**config.mk**
```make
export PLATFORM = sky130hd
export DESIGN_NAME = irq_vec_arb
export DESIGN_NICKNAME = d
export VERILOG_FILES = /design/src/rtl/irq_vec_pkg.sv /design/src/rtl/irq_src_gate.sv /design/src/rtl/irq_prio_enc.sv /design/src/rtl/irq_grant.sv /design/src/rtl/irq_vec_arb.sv
export SDC_FILE = /design/constraint.sdc
export NUM_CORES = 1
export LEC_CHECK = 0
export BUFFER_PORTS_ARGS = -buffer_cell sky130_fd_sc_hd__buf_2
export CAP_MARGIN = 15
export CORE_ASPECT_RATIO = 0.8
export CORE_UTILIZATION = 48
export CTS_BUF_LIST = sky130_fd_sc_hd__clkbuf_8
export DETAILED_ROUTE_END_ITERATION = 8
export PLACE_DENSITY_LB_ADDON = 0.3
export SLEW_MARGIN = 25
export SYNTH_ARGS = -nofsm -noshare
export SYNTH_HDL_FRONTEND = slang
export SYNTH_SLANG_ARGS = --single-unit
```
**constraint.sdc**
```tcl
create_clock -name clk_i -period 2.2 [get_ports clk_i]
set_input_delay 0.11 -clock clk_i [delete_from_list [all_inputs] [get_ports clk_i]]
set_output_delay 0.11 -clock clk_i [all_outputs]
set_load 0.02 [all_outputs]
```
**src/rtl/irq_vec_pkg.sv**
```systemverilog
package irq_vec_pkg;
  localparam int unsigned VEC_W = 16;

  function automatic logic [VEC_W-1:0] vec_of(input logic [VEC_W-1:0] top,
                                              input int unsigned idx);
    return top - VEC_W'(idx * 2);
  endfunction
endpackage

```
**src/rtl/irq_src_gate.sv**
```systemverilog
module irq_src_gate #(
  parameter int N_IRQ = 14,
  localparam int N_SRC = N_IRQ + 2
) (
  input  logic             clk_i,
  input  logic             rst_ni,
  input  logic [N_IRQ-1:0] req_i,
  input  logic             mask_i,
  input  logic             reset_pend_i,
  input  logic             swi_i,
  input  logic             clr_swi_i,
  output logic [N_SRC-1:0] elig_o
);
  logic swi_pend_q;

  // a fresh strobe wins over the clear of the previous one
  always_ff @(posedge clk_i or negedge rst_ni) begin
    if (!rst_ni) swi_pend_q <= 1'b0;
    else         swi_pend_q <= (swi_pend_q & ~clr_swi_i) | swi_i;
  end

  assign elig_o[0] = reset_pend_i;
  assign elig_o[1] = swi_pend_q;

  for (genvar k = 0; k < N_IRQ; k++) begin : g_line
    assign elig_o[k+2] = req_i[k] & ~mask_i;
  end
endmodule

```
**src/rtl/irq_prio_enc.sv**
```systemverilog
module irq_prio_enc #(
  parameter int N_SRC = 16,
  localparam int IDX_W = $clog2(N_SRC)
) (
  input  logic [N_SRC-1:0] elig_i,
  output logic             valid_o,
  output logic [IDX_W-1:0] idx_o
);
  // lowest index wins; scan downward so the last hit is the smallest
  always_comb begin
    idx_o = '0;
    for (int i = N_SRC - 1; i >= 0; i--) begin
      if (elig_i[i]) idx_o = IDX_W'(i);
    end
  end

  assign valid_o = |elig_i;
endmodule

```
**src/rtl/irq_grant.sv**
```systemverilog
module irq_grant #(
  parameter int N_SRC = 16,
  localparam int IDX_W = $clog2(N_SRC)
) (
  input  logic             clk_i,
  input  logic             rst_ni,
  input  logic             ack_i,
  input  logic             valid_i,
  input  logic [IDX_W-1:0] idx_i,
  output logic             grant_o,
  output logic             held_o,
  output logic [IDX_W-1:0] lat_idx_o,
  output logic [N_SRC-1:0] src_ack_o
);
  logic             held_q;
  logic [IDX_W-1:0] lat_q;
  logic [N_SRC-1:0] pulse_q;

  assign grant_o = ack_i & ~held_q & valid_i;

  always_ff @(posedge clk_i or negedge rst_ni) begin
    if (!rst_ni) begin
      held_q <= 1'b0;
      lat_q  <= '0;
    end else begin
      held_q <= grant_o | (held_q & ack_i);
      if (grant_o) lat_q <= idx_i;
    end
  end

  for (genvar s = 0; s < N_SRC; s++) begin : g_pulse
    always_ff @(posedge clk_i or negedge rst_ni) begin
      if (!rst_ni) pulse_q[s] <= 1'b0;
      else         pulse_q[s] <= grant_o && (idx_i == IDX_W'(s));
    end
  end

  assign held_o    = held_q;
  assign lat_idx_o = lat_q;
  assign src_ack_o = pulse_q;
endmodule

```
**src/rtl/irq_vec_arb.sv**
```systemverilog
module irq_vec_arb
  import irq_vec_pkg::*;
#(
  parameter int N_IRQ = 14,
  parameter logic [15:0] VEC_TOP = 16'hFFFE,
  localparam int N_SRC = N_IRQ + 2,
  localparam int IDX_W = $clog2(N_SRC)
) (
  input  logic             clk_i,
  input  logic             rst_ni,
  input  logic [N_IRQ-1:0] req_i,
  input  logic             mask_i,
  input  logic             reset_pend_i,
  input  logic             swi_i,
  input  logic             ack_i,
  output logic             irq_o,
  output logic [15:0]      vec_o,
  output logic [N_SRC-1:0] src_ack_o
);
  logic [N_SRC-1:0] elig;
  logic             valid;
  logic [IDX_W-1:0] win_idx;
  logic [IDX_W-1:0] lat_idx;
  logic             grant;
  logic             held;
  logic             clr_swi;

  assign clr_swi = grant && (win_idx == IDX_W'(1));

  irq_src_gate #(.N_IRQ(N_IRQ)) u_gate (
    .clk_i       (clk_i),
    .rst_ni      (rst_ni),
    .req_i       (req_i),
    .mask_i      (mask_i),
    .reset_pend_i(reset_pend_i),
    .swi_i       (swi_i),
    .clr_swi_i   (clr_swi),
    .elig_o      (elig)
  );

  irq_prio_enc #(.N_SRC(N_SRC)) u_enc (
    .elig_i (elig),
    .valid_o(valid),
    .idx_o  (win_idx)
  );

  irq_grant #(.N_SRC(N_SRC)) u_grant (
    .clk_i    (clk_i),
    .rst_ni   (rst_ni),
    .ack_i    (ack_i),
    .valid_i  (valid),
    .idx_i    (win_idx),
    .grant_o  (grant),
    .held_o   (held),
    .lat_idx_o(lat_idx),
    .src_ack_o(src_ack_o)
  );

  assign irq_o = valid;
  assign vec_o = held ? vec_of(VEC_TOP, int'(lat_idx)) : vec_of(VEC_TOP, int'(win_idx));
endmodule

```
### Yosys cells after proc, flatten, opt, wreduce, memory -nomap -nowiden

Index checks and enable logic that the tools add are counted.
W data, S select, Z words.

| word-level totals | value |
|---|---|
| bits in registers | 22 |
| bits of input ports | 20 |

| operators by class | value |
|---|---|
| add/sub/neg operators | 2 |
| equality and inequality tests | 15 |
| mux-type cells | 17 |
| bitwise logic cells | 23 |
| reduce and logical (&&, ||, !) cells | 18 |

Operators with widths:

| kind | count |
|---|---|
| $mux W4 | 16 |
| $eq A4 B4 Y1 const B | 8 |
| $and A1 B1 Y1 | 18 |
| $eq A4 B3 Y1 const B | 4 |
| $logic_and A1 B1 Y1 | 16 |
| $mux W16 | 1 |
| $reduce_or A16 Y1 | 1 |
| $sub A2 B6 Y7 const A | 2 |
| $eq A4 B2 Y1 const B | 2 |
| $eq A4 B1 Y1 const B | 1 |
| $logic_not A4 Y1 | 1 |
| $not A1 Y1 | 3 |
| $or A1 B1 Y1 | 2 |

### Longest topological paths before layout

Gate-level depths: netlist of the first run.

| depth | value |
|---|---|
| word-level depth | 23 |
| depth in mapped cells | 7 |

### Modules after synthesis

From an unflattened synthesis of the first run, not the netlist that was laid out.

| second synthesis, totals | value |
|---|---|
| cell total of the unflattened synthesis | 128 |
| area total of the unflattened synthesis | 1257.5 um^2 |

Modules (own cells, without submodules):

| module | instances | cells an instance | area an instance (um^2) | seq. area each (um^2) |
|---|---|---|---|---|
| irq_grant | 1 | 53 | 745.7 | 525.5 |
| irq_src_gate | 1 | 20 | 178.9 | 25.0 |
| irq_prio_enc | 1 | 34 | 176.4 | 0.0 |
| irq_vec_arb | 1 | 21 | 156.4 | 0.0 |

### Worst setup path after synthesis of the first run

Ideal clock, no wire load.

| timing | value |
|---|---|
| kind | register to register |
| from | reg u_gate.swi_pend_q |
| to | reg u_grant.lat_q[0] (netlist: u_grant.lat_idx_o[0]) |
| setup time | 125 ps |
| data arrival time | 1458 ps |
| slack | 616 ps |
| stages on the path, launching flop included | 6 |
| period minus slack after synthesis | 1584 ps |
| path through | dfrtp_1 > nor2_1 > o21ai_1 > or3_4 > nand2_4 > mux2_4 |

| between the ends | value |
|---|---|
| cells in the longest elaborated chain, start to end | 2 |
| elaborated cells between the ends (all ways) | 4 |

RTL lines:

| element | line | RTL |
|---|---|---|
| start: declaration | irq_src_gate.sv:14 | `logic swi_pend_q;` |
| start signal: assignment | irq_src_gate.sv:19 | `else swi_pend_q <= (swi_pend_q & ~clr_swi_i) \| swi_i;` |
| $reduce_or A16 Y1 | irq_prio_enc.sv:17 | `assign valid_o = \|elig_i;` |
| named net irq_o | irq_vec_arb.sv:16 | `output logic irq_o,` |
| $and A1 B1 Y1 | irq_grant.sv:19 | `assign grant_o = ack_i & ~held_q & valid_i;` |
| end signal: assignment | irq_grant.sv:27 | `if (grant_o) lat_q <= idx_i;` |
| end: declaration | irq_grant.sv:16 | `logic [IDX_W-1:0] lat_q;` |

The timed path passes the listed nets, and every way through them passes these cells.
A chain may end at the register's enable or synchronous reset.

### Final worst setup path of the first run

| timing | value |
|---|---|
| from | reg u_gate.swi_pend_q |
| to | out irq_o |

| between the ends | value |
|---|---|
| cells in the longest elaborated chain, start to end | 1 |

RTL lines:

| element | line |
|---|---|
| $reduce_or A16 Y1 | irq_prio_enc.sv:17 |
| end: declaration | irq_vec_arb.sv:16 |

Every way passes these cells.

==> metrics.yaml, run 1 <==
layout:
  syn_to_final_growth_pct: 21.1
  n_antenna_cell: 0
  nets: 183
  fin_area_um2: 1420
  drive_gt1_share_pct: 33.3
setup_path:
  critPathLaunch: "u_gate.swi_pend_q$_DFF_PN0_"
  rrSetupSlack_ps: 520
  crit_path_end_kind: "output pin"
  slowest_stage: "or3_4"
  start_kind: "flip-flop"
  crit_chain: "nor2_1 > o21ai_1 > or3_4 > buf_2"
  reg2reg_depth: 5
  cp-endpoint: "irq_o"
  critical_path_class: "reg -> out"
  cp_num_cells: 4
  slowest_delay_ps: 470
  regToRegStartpoint: "u_gate.swi_pend_q$_DFF_PN0_"
  crit_family: "simple AND/OR/NAND/NOR gates"
  critPathRequiredTime_ps: 2090
  arrival_ps: 1620
  crit_fanout: 8
  reg2reg_to: "u_grant.lat_idx_o[1]$_DFFE_PN0P_"
  worst-path-buf-inv: 1
yosys:
  netlist_area_um2: 1170
  synth-seq-area-share_pct: 46.9
  yosys.area.top_type_share_pct: 46.9
  synth.area.top_cells: "dfrtp_1 (47%), nor3_1 (8.5%), buf_4 (7.7%), nor2_1 (4.2%), a21oi_1 (3.8%)"
  ys_types: 36
  syn_inst: 122
  synth_top_cell_by_area: "dfrtp_1"
  syn_avg_cell_area_um2: 9.62
  synth-seq-cells: 22
  ys_warn_count: 0
run_status:
  status: "finished, violations left"
  violations: "DRC"
pwr:
  seqPwrFrac_pct: 45.1
  clkPwrFrac_pct: 38.5
  p_per_area_nw_per_um2: 668
  p_leak_uw: 0.000709
  p_sw_uw: 234
  combPwrFrac_pct: 16.4
  p_sw_share_pct: 24.7
  peakVddDrop_mv: 0.477
  p_int_uw: 715
floorplanning:
  start_util_pct: 52.5
  row_count: 15
  core_um2: 2230
  boundaryPins: 53
  die_w_um: 57.3
  dieArea_um2: 2650
  fp.dieH_um: 46.2
clocking:
  cts-root-buf: "clkbuf_8"
  clk_latency_ps: 260
  cts.sink_count: 22
  cts_buffers: 3
  cts_setup_buffers: 0
  cts_tree: "done"
  clk_path_buf_depth: 2
  path_clk_slew_ps: 70
  cts_max_level: 1
timing:
  hold_viol_final: 0
  grt_setup_unrepaired: "false"
  fin_worst_skew_ps: 3.05
  whs_ps: 79.3
  slew_viol_final: 0
  worstMarginPinSlew_ps: 513
  setup_tns_ps: 0
  max_slew_margin_pct: 65.7
  fmax_mhz: 579
  fin_crit_sh_pct: 78.5
  min_period_ps: 1730
  finalSetupViolCount: 0
grt:
  antenna_found_initial: 0
  grt_pass1_wl_um: 4000
  grt.overflow.total: 0
  global_route.usage.total_pct: 20.2
  grt_max_degree: 23
  grt_pass1_vias: 892
worst_hold_path:
  hp-class: "in -> reg"
place:
  gp_congestion: 0.869
  hpwl_um: 1830
  placed_area_um2: 1340
  portBuffers: 40
detailed_routing:
  vias: 998
  drt_first_pass_iters: 6
  drt-total-wl_um: 2370
  wl_per_cell_um: 12.7
  post-route-drc-count: 4
  first_iter_violations: 36
  route.antenna.remaining_nets: 0
  vias_per_cell: 5.34
run:
  maxCapViolations: 0
==> power by group through the flow <==
stage | clock network [µW] | logic, µW | registers (µW)
finish | 366 | 156 | 428
detailed placement | 0 | 154 | 436
floorplan | 0 | 115 | 435
CTS | 370 | 156 | 428
global route | 387 | 172 | 429
global placement | 0 | 151 | 435
==> worst min-delay path by stage <==
stage / start / to / slack (ps) / depth (start not counted)
final: ack_i / u_grant.held_o$_DFF_PN0_ / 80 / 2
after CTS: ack_i / u_grant.held_o$_DFF_PN0_ / 80 / 2
after detailed placement: rst_ni / u_grant.src_ack_o[15]$_DFF_PN0_ / 90 / 1
after global routing: ack_i / u_grant.held_o$_DFF_PN0_ / 80 / 2
after global placement: rst_ni / u_grant.src_ack_o[4]$_DFF_PN0_ / 80 / 1
after floorplan: rst_ni / u_gate.swi_pend_q$_DFF_PN0_ / -190 / 0
==> cell families after synthesis <==
family	Yosys count	synth area share, %
buffers and inverters	20	11.0
AND/OR/NAND/NOR	49	23.1
flip-flops	22	46.9
other	2	0.640
AO/OA/AOI/OAI	26	14.9
multiplexers	3	3.41
==> Yosys cell counts <==
cell       n
a211oi_1   1
a21o_1     1
a21oi_1    9
a22oi_1    1
a31o_2     1
a31oi_2    1
a41oi_1    1
buf_2      4
buf_4     12
clkbuf_4   1
conb_1     2
dfrtp_1   22
inv_1      3
mux2_4     2
mux2i_1    1
nand2_1    1
nand2_4    1
nand2b_1   2
nand3_1    1
nand3b_1   2
nor2_1    13
nor2_2     1
nor2b_1    1
nor3_1    20
nor3b_1    2
nor4_1     1
nor4_2     1
nor4b_1    2
o21a_1     2
o21ai_0    3
o21ai_1    1
o21bai_1   2
o31ai_1    1
o41a_1     1
o41ai_1    1
or3_4      1
==> flip-flops by register name, summed over array words and instances, names as in the netlist <==
register           count
u_gate.swi_pend_q      1
u_grant.held_o         1
u_grant.lat_idx_o      4
u_grant.src_ack_o     16
==> through the flow <==
stage	power, µW	worst slack, ps	instances	util, %
after floorplan	549	616	132	-
after global placement	586	608	182	60.0
after detailed placement	590	546	182	60.0
after CTS	954	472	187	63.6
after global routing	989	348	187	63.6
final	949	473	187	63.6
==> layout make-up <==
| cell class | count | area [µm²] |
|---|---|---|
| Fill cell | 189 | 812 |
| Multi-Input combinational cell | 90 | 532 |
| Clock inverter | 1 | 30.0 |
| Clock buffer | 3 | 41.3 |
| Inverter | 3 | 11.3 |
| Timing Repair Buffer | 43 | 225 |
| Tap cell | 25 | 31.3 |
| Sequential cell | 22 | 551 |
==> placed cells by master, fill, tap and decap left out <==
master,instances
o41ai_1,1
a21o_1,1
nor4b_1,2
a41oi_1,1
clkbuf_8,3
nor3_1,20
dlygate4sd3_1,1
o21ai_1,1
a211oi_1,1
nor4_2,1
o21bai_1,2
nand2_1,1
buf_4,2
buf_2,40
nor2_2,1
or3_4,1
conb_1,12
mux2_4,2
o21ai_0,3
bufinv_16,1
nand3b_1,2
o21a_1,2
o41a_1,1
inv_1,3
nand2b_1,2
o31ai_1,1
nor3b_1,2
a21oi_1,9
dfrtp_1,22
nor2b_1,1
a31o_2,1
nor4_1,1
a22oi_1,1
nand3_1,1
mux2i_1,1
nand2_4,1
nor2_1,13
a31oi_2,1
==> per-layer routing <==
| metal | GRT usage, % | share of wire [%] | vias up |
|---|---|---|---|
| met5 | 0 | 0 | - |
| met4 | 4.39 | 0.38 | 0 |
| met3 | 6.46 | 6.4 | 2 |
| met2 | 35.1 | 48 | 45 |
| met1 | 25.1 | 46 | 461 |
| li1 | - | - | 490 |
==> what timing repair did <==
action	CTS	global route
gates resized for setup	0	0
hold buffers	1	0
endpoints found under the hold margin	22	0
Note: power is estimated with default switching activity, not from simulation.
==> inputs of run 2 (changes only) <==
CORE_UTILIZATION = 43   (was 48)
clock period = 1.5 ns   (was 2.2 ns; I/O delays follow)
==> run 2 against run 1 <==
Net effect:
- the run ends with setup timing left
- sequential cell count stayed put
- critical path depth grew 2
- wire length rose by 18%
- combinational power rose by 73%
- clock power grew 49%
- clock skew increased by 2.7 ps
- total power grew 52%
- global-route usage up 1.4 points
- critical path type unchanged
- first-iteration DRC count decreased by 19%
- via count grew 11%
==> metrics.yaml, run 2 (synthesis gave the netlist of run 1 again) <==
timing:
  fin_crit_sh_pct: 108
  finalSetupViolCount: 7  # +7
  slew_viol_final: 0  # unchanged
  fmax_mhz: 616
  setup_tns_ps: -250  # -250 ps
  min_period_ps: 1620
  whs_ps: 49.3  # -29.9 ps
  fin_worst_skew_ps: 5.74  # +2.69 ps
  grt_setup_unrepaired: "true"
  hold_viol_final: 0  # unchanged
  fin_ws_ps: -124  # -597 ps
clocking:
  cts_buffers: 3  # unchanged
  cts_max_level: 1  # unchanged
  cts_tree: "done"
  clk_path_buf_depth: 2  # unchanged
  cts-root-buf: "clkbuf_8"
  cts.sink_count: 22  # unchanged
  clk_latency_ps: 260  # about the same
  path_clk_slew_ps: 80  # about the same
detailed_routing:
  drt_first_pass_iters: 4  # -2
  route.antenna.remaining_nets: 0  # unchanged
  vias_per_cell: 5.27  # -1.2%
  post-route-drc-count: 0  # -4
  drt-total-wl_um: 2810  # +18%
  vias: 1107  # +11%
  first_iter_violations: 29  # -19%
  wl_per_cell_um: 13.4  # +5.5%
setup_path:
  critPathRequiredTime_ps: 1420  # -670 ps
  reg2reg_depth: 5  # unchanged
  slowest_stage: "dfrtp_1"
  crit_family: "flip-flops"
  crit_path_end_kind: "output pin"
  worst-path-buf-inv: 1  # unchanged
  start_kind: "flip-flop"
  critical_path_class: "reg -> out"
  rrSetupSlack_ps: -20  # -540 ps
  arrival_ps: 1550  # -70 ps
  crit_chain: "nor3_2 > o31ai_2 > a31o_2 > nor2_1 > a21oi_1 > buf_2"
  cp_num_cells: 6  # +2
  slowest_delay_ps: 420  # -50 ps
  crit_fanout: 4  # -4
layout:
  largest_reg_flops: 16  # unchanged
  drive_gt1_share_pct: 40.8  # +7.5 points
  n_antenna_cell: 0  # unchanged
  fin_area_um2: 1560  # +9.8%
  layout_common_cells: "buf_2 (38), dfrtp_1 (22), nor3_1 (19)"
  fin_cells: 210  # +12%
  syn_to_final_growth_pct: 32.9
  nets: 195  # +6.6%
  layout_commonest_cell: "buf_2"
grt:
  grt_max_degree: 23  # unchanged
  grt_pass1_vias: 1031  # +16%
  grt.overflow.total: 0  # unchanged
  antenna_found_initial: 0  # unchanged
  global_route.usage.total_pct: 21.6  # +1.4 points
  grt_pass1_wl_um: 4690  # +17%
pwr:
  peakVddDrop_mv: 0.599  # +26%
  p_per_area_nw_per_um2: 924  # +38%
  p_leak_uw: 0.000775  # +9.4%
floorplanning:
  core_um2: 2520  # +13%
  start_util_pct: 46.5  # -6.0 points
  boundaryPins: 53  # unchanged
  fp.dieH_um: 48.7  # +5.4%
  die_w_um: 60.4  # +5.5%
  row_count: 16  # +1
  dieArea_um2: 2940  # +11%
place:
  gp_congestion: 0.830  # -4.5%
  post-place-ws_ps: -35.8  # -582 ps
  placed_area_um2: 1420  # +5.8%
  dp.cells: 201  # +10%
  portBuffers: 40  # unchanged
  hpwl_um: 1980  # +8.2%
worst_hold_path:
  hp-class: "in -> reg"
  holdPathStages: 2  # unchanged
run_status:
  status: "finished, violations left"
  violations: "setup timing"
run:
  maxCapViolations: 0  # unchanged
-- run 2: area by class of cell --
class	count	area [µm²]
repair buffers	55	328
flip-flops and latches	22	551
clock buffers	3	41.3
clock inverters	1	30.0
multi-input cells	90	554
well taps	36	45.0
fillers	213	962
inverters	3	11.3
-- run 2: stage by stage --
stage,util (%),total power [µW]
after detailed placement,56.2,881
after CTS,61.2,1430
final,61.9,1440
after global placement,56.2,874
after floorplan,-,806
after global routing,61.9,1500
-- run 2: path summary, 6_finish.rpt --
kind                                                     to                        startpoint
max                                                vec_o[2]       u_gate.swi_pend_q$_DFF_PN0_
min                                u_grant.held_o$_DFF_PN0_                             ack_i
max reg2reg                u_grant.lat_idx_o[0]$_DFFE_PN0P_       u_gate.swi_pend_q$_DFF_PN0_
min reg2reg                u_grant.lat_idx_o[3]$_DFFE_PN0P_  u_grant.lat_idx_o[3]$_DFFE_PN0P_
max in group asynchronous    u_grant.src_ack_o[9]$_DFF_PN0_                            rst_ni
min in group asynchronous       u_gate.swi_pend_q$_DFF_PN0_                            rst_ni
-- run 2: where the power goes --
part / internal [µW] / switching, µW / total (µW) / leakage, µW
sequential: 613 / 12.1 / 625 / 0.000294
combinational: 105 / 165 / 270 / 0.000445
clock: 356 / 191 / 547 / 0.0000357
total: 1070 / 368 / 1440 / 0.000775
-- run 2: what timing repair did --
action / in CTS / in global routing
hold endpoints to repair: 22 / 0
pin swaps: 3 / 1
resized for setup: 7 / 1
setup endpoints to repair: 7 / 15
setup buffers: 2 / 2
hold buffers: 1 / 0
-- run 2: metal layers --
metal | vias to the layer above | track usage, % | share of wire (%) | routed length, µm
met5 | - | 0 | 0 | 0
met4 | 0 | 6.82 | 1.0 | 28
met3 | 6 | 5.61 | 6.5 | 182
met2 | 46 | 37.0 | 51 | 1440
met1 | 537 | 25.9 | 41 | 1160
li1 | 518 | - | - | -
-- run 2: worst register-to-register path, cell delays in order (launching register included) --
cell,delay (ps)
dfrtp_1,420
nor2_2,120
o21ai_2,110
or3_4,380
nand2_4,80
mux2_4,290
==> inputs of run 3 (changes only) <==
ABC_AREA = 1   (was not set)
CORE_ASPECT_RATIO = not set   (was 0.8)
==> run 3 against run 2 <==
Net effect:
- maximum frequency grew 7.5%
- hold slack lost 46 ps
- cell count grew 11%
- setup slack gained 110 ps
- clock power shrank 2%
- final area grew 3.5%
- the run still ends with setup timing left
- synthesized cell count grew 22%
- count of clock-buffer cells in the layout is the same
- clock skew shrank 2.0 ps
==> metrics.yaml, run 3 <==
place:
  gp_congestion: 0.846  # +1.9%
  portBuffers: 40  # unchanged
  hpwl_um: 1830  # -7.9%
  post-place-ws_ps: -113  # -77.7 ps
pwr:
  p_sw_uw: 422  # +15%
  p_per_area_nw_per_um2: 939  # +1.7%
  p_sw_share_pct: 27.8  # +2.3 points
  p_total_uw: 1520  # +5.2%
  combPwrFrac_pct: 22.7  # +4.0 points
  p_int_uw: 1100  # +2.0%
  clkPwrFrac_pct: 35.4  # -2.5 points
  peakVddDrop_mv: 0.981  # +64%
  p_leak_uw: 0.000944  # +22%
  seqPwrFrac_pct: 41.9  # -1.5 points
setup_path:
  crit_chain: "nor4_4 > buf_4 > nand2_4 > nand2_4 > nor2_4 > nand2_2 > nor2_2 > nand4_1 > nand2_1 > nand2_1"
  slowest_delay_ps: 440  # +20 ps
  critical_path_class: "reg -> reg"
  crit_family: "simple AND/OR/NAND/NOR gates"
  crit_path_end_kind: "flip-flop"
  critPathRequiredTime_ps: 1660  # +240 ps
  start_kind: "flip-flop"
  arrival_ps: 1670  # +120 ps
  slowest_stage: "dfrtp_1"
  worst-path-buf-inv: 1  # unchanged
  crit_fanout: 5  # +1
yosys:
  ys_types: 22  # -39%
  ys.flop_type: "dfrtp_1"
  netlist_area_um2: 1170  # unchanged
  synth_edf_count: 0  # unchanged
  synth.area.top_cells: "dfrtp_1 (47%), nand2_1 (15%), buf_4 (7.7%), nand2_2 (4.8%), nor2_1 (4.8%)"
  syn_inst: 149  # +22%
  ys_warn_count: 0  # unchanged
  synth-seq-cells: 22  # unchanged
  synth-seq-area-share_pct: 46.9  # unchanged
  yosys.area.top_type_share_pct: 46.9  # unchanged
  synth_most_common_cell: "nand2_1"
  ys_async_sr_fraction_pct: 100  # unchanged
  syn_avg_cell_area_um2: 7.88  # -18%
  ys_top_cells_by_count: "nand2_1 (46), dfrtp_1 (22), nor2_1 (15)"
  synth_top_cell_by_area: "dfrtp_1"
timing:
  min_period_ps: 1510  # -113 ps
  fin_worst_skew_ps: 3.77  # -1.97 ps
  finalSetupViolCount: 1  # -6
  whs_ps: 3.43  # -45.9 ps
  fin_ws_ps: -10.8  # +113 ps
  fmax_mhz: 662  # +7.5%
  grt_setup_unrepaired: "true"
  hold_viol_final: 0  # unchanged
  slew_viol_final: 0  # unchanged
  fin_crit_sh_pct: 101  # -7.6 points
  setup_tns_ps: -10.8  # +239 ps
floorplanning:
  boundaryPins: 53  # unchanged
  fp.dieH_um: 54.2  # +11%
  start_util_pct: 46.5  # unchanged
  dieArea_um2: 2940  # about the same
  row_count: 18  # +2
  core_um2: 2520  # unchanged
  die_w_um: 54.2  # -10%
detailed_routing:
  drt-total-wl_um: 2550  # -9.2%
  first_iter_violations: 17  # -41%
  route.antenna.remaining_nets: 0  # unchanged
  wl_per_cell_um: 10.9  # -18%
  vias_per_cell: 4.82  # -8.5%
  drt_first_pass_iters: 4  # unchanged
  post-route-drc-count: 0  # unchanged
  vias: 1129  # +2.0%
layout:
  nets: 225  # +15%
  layout_common_cells: "nand2_1 (41), buf_2 (36), dfrtp_1 (22)"
  drive_gt1_share_pct: 41.7  # +0.86 points
  syn_to_final_growth_pct: 37.6
  layout_commonest_cell: "nand2_1"
  post-route-util_pct: 64.0  # +2.2 points
  largest_reg_flops: 16  # unchanged
  fillCellCount: 222  # +4.2%
  n_antenna_cell: 0  # unchanged
clocking:
  cts-root-buf: "clkbuf_8"
  clk_latency_ps: 260  # about the same
  path_clk_slew_ps: 80  # about the same
  cts_buffers: 3  # unchanged
  cts.sink_count: 22  # unchanged
  clk_path_buf_depth: 2  # unchanged
  cts_max_level: 1  # unchanged
  cts_tree: "done"
grt:
  grt.overflow.total: 0  # unchanged
  global_route.usage.total_pct: 19.1  # -2.5 points
  grt_pass1_vias: 995  # -3.5%
  antenna_found_initial: 0  # unchanged
  grt_pass1_wl_um: 4040  # -14%
  grt_max_degree: 23  # unchanged
run_status:
  status: "finished, violations left"
  violations: "setup timing"
run:
  maxCapViolations: 0  # unchanged
worst_hold_path:
  hp-class: "in -> reg"
==> run 3: power groups by stage <==
stage	logic [µW]	clock network (µW)	registers, µW
final	344	537	636
after global routing	385	582	639
after CTS	307	554	634
after detailed placement	292	0	644
after global placement	285	0	644
after floorplan	212	0	649
==> run 3: routing by layer <==
layer	global-route usage, %	part of all wire [%]	vias up
li1	-	-	547
met1	20.7	38	518
met2	36.0	53	57
met3	5.56	6.8	7
met4	4.27	2.0	0
met5	0	0	-
==> run 3: stage by stage <==
step / instances / cell area, µm²
after global routing: 234 / 1620
after detailed placement: 223 / 1400
after global placement: 223 / 1400
after floorplan: 159 / 1210
after CTS: 231 / 1520
final: 234 / 1620
==> run 3: worst register-to-register path, stage by stage, from the launching register on <==
cell     delay [ps]
dfrtp_1         440
nor4_4           70
buf_4           150
nand2_4          80
nand2_4          60
nor2_4          170
nand2_2          80
nor2_2          100
nand4_1         120
nand2_1         100
nand2_1          50
==> run 3: path summary, 6_finish.rpt <==
kind                                                  start                                to  slack, ps  cells past startpoint
min in group asynchronous                            rst_ni    u_grant.src_ack_o[2]$_DFF_PN0_        300                      2
min reg2reg                u_grant.lat_idx_o[1]$_DFFE_PN0P_  u_grant.lat_idx_o[1]$_DFFE_PN0P_        490                      2
min                                                   swi_i       u_gate.swi_pend_q$_DFF_PN0_          3                      3
max in group asynchronous                            rst_ni   u_grant.src_ack_o[10]$_DFF_PN0_        890                      2
max                             u_gate.swi_pend_q$_DFF_PN0_       u_gate.swi_pend_q$_DFF_PN0_        -10                     10
max reg2reg                     u_gate.swi_pend_q$_DFF_PN0_       u_gate.swi_pend_q$_DFF_PN0_        -10                     10
==> run 3: what timing repair did <==
item | CTS | global route
hold buffers | 1 | 0
pin swaps | 1 | 5
setup buffers | 2 | 3
cloned | 1 | 0
endpoints found under the setup margin | 4 | 19
endpoints found under the hold margin | 22 | 0
gates resized for setup | 4 | 28
==> run 3: kinds of logic (layout without fill, tap and decap cells) <==
group / count (synthesis) / after routing / share of synthesized area, %
other: 2 / 12 / 0.640
buffers and inverters: 29 / 74 / 13.8
flip-flops: 22 / 22 / 46.9
AO/OA/AOI/OAI: 16 / 16 / 7.89
AND/OR/NAND/NOR: 80 / 80 / 30.8
==> run 3: area by class of cell <==
cell class	instances	area [µm²]	area share, %
clock inverter	1	30.0	1.86
timing repair buffer	53	333	20.6
sequential	22	551	34.1
timing repair inverter	1	3.75	0.232
inverter	16	67.6	4.18
tap	30	37.5	2.32
clock buffer	3	41.3	2.56
multi-input combinational	108	552	34.2
